$ cat config.mk
export PLATFORM = sky130hd
export DESIGN_NAME = sensor_boot_seq
export DESIGN_NICKNAME = d
export VERILOG_FILES = /design/src/rtl/sbs_pkg.sv /design/src/rtl/sbs_settle_timer.sv /design/src/rtl/sbs_id_match.sv /design/src/rtl/sensor_boot_seq.sv
export SDC_FILE = /design/constraint.sdc
export NUM_CORES = 1
export LEC_CHECK = 0
export CORE_MARGIN = 5
export CORE_UTILIZATION = 40
export DETAILED_ROUTE_END_ITERATION = 8
export DONT_BUFFER_PORTS = 1
export SYNTH_ARGS = -nofsm -noshare
export SYNTH_HDL_FRONTEND = slang
export SYNTH_SLANG_ARGS = --single-unit
$ cat constraint.sdc
create_clock -name clk -period 1.9 [get_ports clk]
set_input_delay 0.38 -clock clk [delete_from_list [all_inputs] [get_ports clk]]
set_output_delay 0.38 -clock clk [all_outputs]
set_load 0.1 [all_outputs]
$ cat src/rtl/sbs_pkg.sv
// Shared types and constants of the start-up sequencer.
// Assumes a 5-bit register address and 16-bit register data.
package sbs_pkg;
    localparam int ADDR_W = 5;
    localparam int DATA_W = 16;
    localparam int STAT_W = 9;

    typedef enum logic [3:0] {
        S_BOOT, S_RST_REQ, S_RST_RSP, S_WAIT, S_ID_REQ, S_ID_RSP,
        S_ANG_REQ, S_ANG_RSP, S_REC_REQ, S_REC_RSP, S_DONE, S_FAIL
    } seq_state_t;

    typedef enum logic [1:0] { PH_RST, PH_ID, PH_ANG } phase_t;

    localparam logic [1:0] VAR_NONE = 2'b00;
    localparam logic [1:0] VAR_A    = 2'b01;
    localparam logic [1:0] VAR_B    = 2'b10;

    localparam logic [1:0]        RS_DEV_ERR = 2'b11;
    localparam logic [ADDR_W-1:0] A_MODE     = 5'h0D;
    localparam logic [ADDR_W-1:0] A_IDENT    = 5'h10;
    localparam logic [ADDR_W-1:0] A_ANGLE    = 5'h0C;
    localparam logic [ADDR_W-1:0] A_STATUS   = 5'h06;
    localparam logic [DATA_W-1:0] V_SWRESET  = 16'h0020;
    localparam logic [DATA_W-1:0] V_ANGLE_ON = 16'h001F;
    localparam logic [DATA_W-1:0] ID_VAR_A   = 16'h0051;
    localparam logic [DATA_W-1:0] ID_VAR_B   = 16'h00C1;
endpackage

$ cat src/rtl/sbs_settle_timer.sv
// Down-counter for the settle wait. A load sets it to CYCLES-1, and it
// then counts down to zero and holds there. Assumes CYCLES >= 1.
module sbs_settle_timer #(
    parameter int CYCLES = 26000
) (
    input  logic clk,
    input  logic rst_n,
    input  logic load,
    output logic zero
);
    localparam int CNT_W = (CYCLES > 1) ? $clog2(CYCLES) : 1;
    localparam logic [CNT_W-1:0] LOAD_VAL = CNT_W'(CYCLES - 1);

    logic [CNT_W-1:0] cnt_q;

    // Load on request, otherwise decrement until zero.
    always_ff @(posedge clk) begin
        if (!rst_n)              cnt_q <= '0;
        else if (load)           cnt_q <= LOAD_VAL;
        else if (cnt_q != '0)    cnt_q <= cnt_q - 1'b1;
    end

    assign zero = (cnt_q == '0);


    tmr_step_chk: assert property (@(posedge clk) disable iff (!rst_n)
        (!load && cnt_q != '0) |=> (cnt_q == $past(cnt_q) - 1'b1));


    tmr_hold_chk: assert property (@(posedge clk) disable iff (!rst_n)
        (!load && cnt_q == '0) |=> (cnt_q == '0));
endmodule

$ cat src/rtl/sbs_id_match.sv
// Compares an identity word with the two known variant codes.
// Purely combinational. At most one of the outputs is high.
module sbs_id_match
    import sbs_pkg::*;
(
    input  logic [DATA_W-1:0] id_word,
    output logic              is_a,
    output logic              is_b
);
    // Full-width compare against each known code.
    always_comb begin
        is_a = (id_word == ID_VAR_A);
        is_b = (id_word == ID_VAR_B);
    end
endmodule

$ cat src/rtl/sensor_boot_seq.sv
// Start-up and identification sequencer for the attached sensor.
// Assumes the frame engine takes a request when valid and ready are both
// high, and answers each accepted request with one rsp_valid pulse,
// no earlier than the cycle after acceptance.
module sensor_boot_seq
    import sbs_pkg::*;
#(
    parameter int CLK_HZ    = 1_000_000,
    parameter int SETTLE_MS = 26
) (
    input  logic              clk,
    input  logic              rst_n,
    input  logic              start,
    output logic              req_valid,
    output logic              req_write,
    output logic [ADDR_W-1:0] req_addr,
    output logic [DATA_W-1:0] req_wdata,
    input  logic              req_ready,
    input  logic              rsp_valid,
    input  logic [DATA_W-1:0] rsp_rdata,
    input  logic [1:0]        rsp_status,
    input  logic              rsp_xfer_err,
    output logic              done,
    output logic              fail,
    output logic [1:0]        variant,
    output logic [STAT_W-1:0] status_word
);
    localparam int SETTLE_CYC = (CLK_HZ / 1000) * SETTLE_MS;

    seq_state_t        state_q, state_d;
    phase_t            ph_q, ph_d, adv_ph;
    logic [DATA_W-1:0] save_q, save_d, adv_data;
    logic [1:0]        var_q, var_d;
    logic [STAT_W-1:0] stat_q, stat_d;
    logic              adv_go, is_a, is_b, tmr_zero, tmr_load;

    sbs_settle_timer #(.CYCLES(SETTLE_CYC)) u_timer (
        .clk(clk), .rst_n(rst_n), .load(tmr_load), .zero(tmr_zero)
    );

    sbs_id_match u_match (.id_word(adv_data), .is_a(is_a), .is_b(is_b));

    // Drive the request fields from the current state.
    always_comb begin
        req_valid = 1'b0;
        req_write = 1'b0;
        req_addr  = '0;
        req_wdata = '0;
        case (state_q)
            S_RST_REQ: begin req_valid = 1'b1; req_write = 1'b1;
                             req_addr = A_MODE; req_wdata = V_SWRESET; end
            S_ID_REQ:  begin req_valid = 1'b1; req_addr = A_IDENT; end
            S_ANG_REQ: begin req_valid = 1'b1; req_write = 1'b1;
                             req_addr = A_ANGLE; req_wdata = V_ANGLE_ON; end
            S_REC_REQ: begin req_valid = 1'b1; req_addr = A_STATUS; end
            default:   ;
        endcase
    end

    // Pick the step to advance from and its data (direct or after recovery).
    always_comb begin
        adv_go   = 1'b0;
        adv_data = rsp_rdata;
        adv_ph   = PH_RST;
        case (state_q)
            S_RST_RSP: adv_ph = PH_RST;
            S_ID_RSP:  adv_ph = PH_ID;
            S_ANG_RSP: adv_ph = PH_ANG;
            S_REC_RSP: begin adv_ph = ph_q; adv_data = save_q; end
            default:   ;
        endcase
        if (rsp_valid && !rsp_xfer_err) begin
            case (state_q)
                S_RST_RSP, S_ID_RSP, S_ANG_RSP: adv_go = (rsp_status != RS_DEV_ERR);
                S_REC_RSP:                      adv_go = (rsp_status == RS_DEV_ERR);
                default:                        ;
            endcase
        end
    end

    // Next-state, saved context and result registers.
    always_comb begin
        state_d = state_q;
        ph_d    = ph_q;
        save_d  = save_q;
        var_d   = var_q;
        stat_d  = stat_q;
        case (state_q)
            S_BOOT:    state_d = S_RST_REQ;
            S_RST_REQ: if (req_ready) state_d = S_RST_RSP;
            S_ID_REQ:  if (req_ready) state_d = S_ID_RSP;
            S_ANG_REQ: if (req_ready) state_d = S_ANG_RSP;
            S_REC_REQ: if (req_ready) state_d = S_REC_RSP;
            S_WAIT:    if (tmr_zero) state_d = S_ID_REQ;
            S_RST_RSP, S_ID_RSP, S_ANG_RSP: begin
                if (rsp_valid && (rsp_xfer_err || rsp_status == RS_DEV_ERR)) begin
                    state_d = rsp_xfer_err ? S_FAIL : S_REC_REQ;
                    ph_d    = adv_ph;
                    save_d  = rsp_rdata;
                end
            end
            S_REC_RSP: begin
                if (rsp_valid && !adv_go) state_d = S_FAIL;
                if (adv_go) stat_d = rsp_rdata[STAT_W-1:0];
            end
            S_DONE, S_FAIL: begin
                if (start) begin
                    state_d = S_RST_REQ;
                    var_d   = VAR_NONE;
                    stat_d  = '0;
                end
            end
            default: state_d = S_FAIL;
        endcase
        if (adv_go) begin
            case (adv_ph)
                PH_RST: state_d = S_WAIT;
                PH_ID: begin
                    state_d = is_a ? S_DONE : (is_b ? S_ANG_REQ : S_FAIL);
                    var_d   = is_a ? VAR_A  : (is_b ? VAR_B : VAR_NONE);
                end
                default: state_d = S_DONE;
            endcase
        end
    end

    assign tmr_load = (state_d == S_WAIT) && (state_q != S_WAIT);

    // State and context registers with synchronous reset.
    always_ff @(posedge clk) begin
        if (!rst_n) begin
            state_q <= S_BOOT;
            ph_q    <= PH_RST;
            save_q  <= '0;
            var_q   <= VAR_NONE;
            stat_q  <= '0;
        end else begin
            state_q <= state_d;
            ph_q    <= ph_d;
            save_q  <= save_d;
            var_q   <= var_d;
            stat_q  <= stat_d;
        end
    end

    assign done        = (state_q == S_DONE);
    assign fail        = (state_q == S_FAIL);
    assign variant     = var_q;
    assign status_word = stat_q;


    req_hold_chk: assert property (@(posedge clk) disable iff (!rst_n)
        (req_valid && !req_ready) |=> (req_valid && $stable(req_addr)
                                       && $stable(req_write) && $stable(req_wdata)));


    end_excl_chk: assert property (@(posedge clk) disable iff (!rst_n)
        !(done && fail));


    end_quiet_chk: assert property (@(posedge clk) disable iff (!rst_n)
        (done || fail) |-> !req_valid);


    angle_only_b_chk: assert property (@(posedge clk) disable iff (!rst_n)
        (req_valid && req_addr == A_ANGLE) |-> (variant == VAR_B));


    done_has_var_chk: assert property (@(posedge clk) disable iff (!rst_n)
        done |-> (variant != VAR_NONE));


    xfer_err_fail_chk: assert property (@(posedge clk) disable iff (!rst_n)
        (rsp_valid && rsp_xfer_err && !req_valid && !done && !fail
         && state_q != S_WAIT && state_q != S_BOOT) |=> fail);
endmodule

==> results of run 1 <==
cells by family (layout without fill, tap and decap cells):
logic type               after synthesis  count (layout)  synth area share (%)
adder cells (fa/ha/maj)                2               2                 0.890
other                                  1              10                 0.133
AND/OR/NAND/NOR                      142             142                  31.6
XOR/XNOR                              16              16                  4.99
buffers and inverters                 40             119                  8.10
flip-flops                            48              48                  34.2
multiplexers                          16              16                  5.70
AO/OA/AOI/OAI                         57              57                  14.4
worst max-delay path by stage:
stage	slack [ns]	cells after the start	end	from
4_1_cts	-0.10	6	req_addr[2]	state_q[2]
5_1_grt	-0.22	10	u_timer.cnt_q[2]	u_timer.cnt_q[1]
2_1_floorplan	-0.72	5	req_addr[2]	state_q[2]
6_report	-0.14	6	req_addr[2]	state_q[0]
3_5_place_dp	-0.20	9	u_timer.cnt_q[1]	rsp_rdata[1]
3_3_place_gp	-0.16	9	u_timer.cnt_q[10]	rsp_rdata[1]
state kept, by name, indices dropped and copies added, names as in the netlist:
signal,flops
save_q,16
u_timer.cnt_q,15
status_word,9
state_q,4
ph_q,2
variant,2
critical path, stage by stage (launching register included):
cell and delay, ns:
dfxtp_4 0.38, buf_6 0.13, buf_6 0.11, nand2b_4 0.06, nor3_4 0.21, or2_4 0.15
or2_4 0.30
power groups by stage:
stage / sequential, mW / clock [mW] / combinational, mW
global placement: 1.34 / 0 / 1.82
finish: 1.34 / 0.648 / 2.22
detailed placement: 1.35 / 0 / 1.85
floorplan: 1.35 / 0 / 1.36
global route: 1.36 / 0.702 / 2.39
CTS: 1.33 / 0.668 / 2.07
layer usage:
| layer | part of all wire (%) | wire length (um) | GRT usage, % |
|---|---|---|---|
| met1 | 42 | 3420 | 20.5 |
| met2 | 51 | 4170 | 31.0 |
| met3 | 5.5 | 449 | 4.33 |
| met4 | 1.7 | 141 | 6.26 |
| met5 | 0 | 0 | 0 |
what timing repair did:
| item | in CTS | in global routing |
|---|---|---|
| resized for setup | 46 | 59 |
| setup buffers | 18 | 12 |
| endpoints found under the setup margin | 49 | 57 |
| gates cloned | 1 | 2 |
| pin swaps | 13 | 25 |
layout make-up:
type	count	area, um^2
clock buffer	7	86.3
clock inverter	1	7.51
fill	543	2470
inverter	7	28.8
multi-input combinational	243	2060
sequential	48	980
tap	96	120
timing repair buffer	104	1080
placed cells by master, fill, tap and decap left out, drive strengths merged, types with 4 or more instances in the layout:
cell type	instances
o21ai	5
nor2b	34
inv	7
nand3	9
clkbuf	9
nor3	10
a22oi	12
nor4	9
xor2	7
o211ai	4
nand2b	4
nor4b	8
or2	5
buf	102
mux2i	16
a21oi	9
nor2	20
nand2	16
xnor2	9
dfxtp	48
conb	10
and3	8
a21boi	11
stage by stage:
step	setup WS [ns]	utilization (%)
floorplan	-0.725	-
global placement	-0.159	52.6
detailed placement	-0.203	52.6
CTS	-0.102	59.1
global route	-0.220	63.8
finish	-0.139	63.8
==> metrics, run 1 <==
Total Power 4.21 mW; Sequential Power Share 31.8%; max cap viols 0; Clock transition at path regs 0.09 ns; Critical Path RT about 1.5 ns; CTS Buf Count 5; Final period util 107%; Arr. time, crit path 1.66 ns; HP Class input pin to flip-flop; post-synthesis async set-or-reset flop share 0%; Post-synth EDFFs 0; Hold Path Origin rst_n; Fin Hold WS roughly 0.20 ns; status finished with violations; Post-Layout Cell Count 506; cell taking the most area after synthesis dfxtp_1; IO buf count 0; Startpoint Class flip-flop; All-Layer GR Usage 17.6%; diode count 0; die height 93.8 um; CTS tree done; Post-Syn Area 2810 um^2; final setup fails 24; routed wire length 8.18 mm; top post-synthesis cells by area dfxtp_1, nor2b_1, mux2i_1; Design Area, Final 4360 um^2; dpl cell area roughly 3600 um^2; cell with the most instances after synthesis dfxtp_1; failing checks negative setup slack; WL/cell 16.2 um; P per Cell Area 965 nW/um^2; Lkg Pwr 1.81 nW; post-synthesis cell type count 61; NetSw between 1.5 and 2 mW; clock share of power ~15%; die area between 8000 and 9000 um^2; synth cell count leaders dfxtp_1, nor2b_1, nor2_1; CTS root buf clkbuf_8; combinational cell fraction of total power a little over half; CP Max Fanout 5; area grow syn2layout 55.2%; Hold Path Stages 1; Max Fclk 0.490 GHz; number of H-tree branching levels 2; CTS sink count 48; CP Class flip-flop to output port; CTS Hold Buffers Added 0; unrepaired setup endpoints after global routing yes; initial antenna violation count 0; Core Rows 30; First DRT Iteration DRCs 60; Synth Area per Inst 8.73 um^2; Synth Flop Type dfxtp_1; final setup margin -0.139 ns; Syn Inst Count 322; Post-route DRC 0; Yosys reg bits 48; Yosys warnings 0; RD Place Congestion approximately 0.89; clk_lat worst skew 0.30 ns; Antenna Violating Nets Remaining 0; core box area 6830 um^2; first-pass GRT wire length roughly 12 mm; IO Count 60; worst ir drop on vdd about 0.66 mV; final hold vios 0; Max Clock Skew 0.00511 ns; Max clock buf depth 2; flop2flop setup slack -0.13 ns; share of layout cells above drive strength 1 ~46%; Detail Placement HPWL 5.28 mm; CP Capture Type output port; post-DR vias/cell between 5 and 6; Worst Hold Path EP variant[0]; sw frac 40.3%; Pre-Repair DR Iteration Count 4; overall via count from detail_route around 2600; number of global-route vias before repair ~2700; RR Startpoint save_q[1]; grt ovf 0; die width 93.8 um; reg2reg end u_timer.cnt_q[2]; nets@finish 435; Initial Util 41.1%; Final min period around 2.0 ns; Internal 2.51 mW; largest net degree at the start of global routing 49; Total Neg Setup Slack -1.94 ns; Seq/Total Area, Yosys 34.2%; worst reg2reg path depth 7; max-slew violations 0; DP Cell Count 473; share of the synthesized area in the top cell type 34.2%
No activity file was read; power rests on OpenSTA's default activity.
==> run 2: changes to the inputs <==
--- a/config.mk
+++ b/config.mk
@@ -8,7 +8,7 @@
 export CORE_MARGIN = 5
 export CORE_UTILIZATION = 40
 export DETAILED_ROUTE_END_ITERATION = 8
-export DONT_BUFFER_PORTS = 1
+export PLACE_DENSITY = 0.66
 export SYNTH_ARGS = -nofsm -noshare
 export SYNTH_HDL_FRONTEND = slang
 export SYNTH_SLANG_ARGS = --single-unit
==> run 2 against run 1 <==
The flow still finishes with violations (negative setup slack). Clock power shrank 3%. Clock-buffer cell count is the same. Non-clock buffer count grew 52. Sequential power is essentially flat. Cell count grew 10%. Sequential share of layout area shrank 2.2 points. Worst setup slack lost 0.038 ns. Die area is the same. Largest power group unchanged.
==> metrics, run 2 (same netlist as run 1, synthesis figures left out) <==
Routed met1 length 3.62 mm; max layer used met4; Total Power 4.39 mW; crit path cell chain buf_4, nor4bb_1, o21ai_2, o31ai_4, a21oi_2, a31o_4, nand3_4, buf_12, buf_12, a21boi_2; CTS tree done; final hold vios 0; CP Class flip-flop to flip-flop; most frequent CP cell buf_12; Antenna Violating Nets Remaining 0; die height 93.8 um; Fillers 505; Max Clock Skew 0.0103 ns; Max stage delay on crit path ~0.45 ns; worst ir drop on vdd 0.443 mV; Core Rows 30; RD Place Congestion approximately 0.9; clk_lat worst skew 0.30 ns; number of H-tree branching levels 2; Lkg Pwr 2.06 nW; IO Count 60; Final period util 109%; post-DR vias/cell a little over 5; First DRT Iteration DRCs 149; die width 93.8 um; Post-route DRC 0; first-pass GRT wire length 14.0 mm; Initial Util between 40% and 50%; HP Class input pin to flip-flop; Max Fclk about 0.48 GHz; most common cell after layout, fill and taps aside buf_4; Final min period 2.08 ns; initial antenna violation count 0; Critical Path RT 2.09 ns; max cap viols 0; overall via count from detail_route 2900; Arr. time, crit path between 2 and 2.5 ns; max-slew violations 0; Startpoint Class flip-flop; WL/cell 15.7 um; final setup fails 21; number of global-route vias before repair 3014; Pre-Repair DR Iteration Count 5; CTS Buf Count 5; pre-CTS WS -0.679 ns; Worst path slowest cell nor4bb_1; grt ovf 0; Max clock buf depth 2; area grow syn2layout 73.1%; routed wire length 8.77 mm; most flop-heavy register save_q; DR WL met2 4.57 mm; IO buf count 49; die area roughly 8800 um^2; CTS Hold Buffers Added 0; CTS sink count 48; nets@finish 487; share of layout cells above drive strength 1 48.7%; Detail Placement HPWL 5.78 mm; All-Layer GR Usage between 10% and 20%; CP Max Fanout 7; most frequent cells in the layout buf_4, dfxtp_1, nor2b_1; final setup margin -0.178 ns; CP Capture Type flip-flop; max FFs per register 16; diode count 0; failing checks negative setup slack; Clock transition at path regs 0.09 ns; final core occ 71.2%; core box area about 6800 um^2; largest net degree at the start of global routing 32; P per Cell Area roughly 900 nW/um^2; CTS root buf clkbuf_8; status finished with violations; unrepaired setup endpoints after global routing yes; Met3 Wirelength 374 um
## run 2: cell types whose count changed in the layout (fill, tap and decap cells not counted), sizes merged
cell and delta:
buf +31, clkdlybuf4s50 +7, dlygate4sd2 +14, clkbuf -2
clkdlybuf4s15 +2
## run 2: final timing paths
kind            startpoint  depth (start not counted)                to  slack (ns)
min          rsp_rdata[10]                          3        save_q[10]        0.51
max             state_q[3]                         10  u_timer.cnt_q[0]       -0.18
min reg2reg     save_q[10]                          2        save_q[10]        0.54
max reg2reg     state_q[3]                         10  u_timer.cnt_q[0]       -0.18
## run 2: layout make-up
| type | instances | area, um^2 | area share [%] |
|---|---|---|---|
| clock buffer | 7 | 86.3 | 1.78 |
| clock inverter | 1 | 7.51 | 0.154 |
| inverter | 7 | 28.8 | 0.592 |
| multi-input combinational | 243 | 2100 | 43.1 |
| sequential | 48 | 983 | 20.2 |
| tap | 96 | 120 | 2.47 |
| timing repair buffer | 156 | 1540 | 31.7 |
## run 2: repair_timing
item                       in CTS  in global routing
setup endpoints to repair      32                 47
setup buffers                  25                  7
pin swaps                      29                 17
gates cloned                    1                  0
gates resized for setup        80                 39
## run 2: routing by layer
metal	track usage, %	vias up
met4	9.27	0
met1	22.3	1387
met3	4.09	16
li1	-	1409
met5	0	-
met2	35.0	88
## run 2: through the flow
step           hold slack [ns]  cell area (um^2)  cells  setup TNS, ns
6_report                 0.513              4860    558          -2.31
5_1_grt                  0.541              4860    558          -4.08
4_1_cts                  0.525              4690    554          -1.46
3_5_place_dp             0.510              4120    521         -16.52
3_3_place_gp             0.509              4120    521         -15.49
2_1_floorplan            0.481              3050    331          -2.08
## run 2: critical path, delay by kind of cell (launching register included)
family / cells / cell delay [ns]
compound gates: 5 / 0.62
buf+inv: 3 / 0.39
flops: 1 / 0.40
simple gates: 2 / 0.56
## run 2: where the power goes
part	switching [mW]	internal, mW
clock network	0.334	0.296
registers	0.186	1.17
logic	1.24	1.17
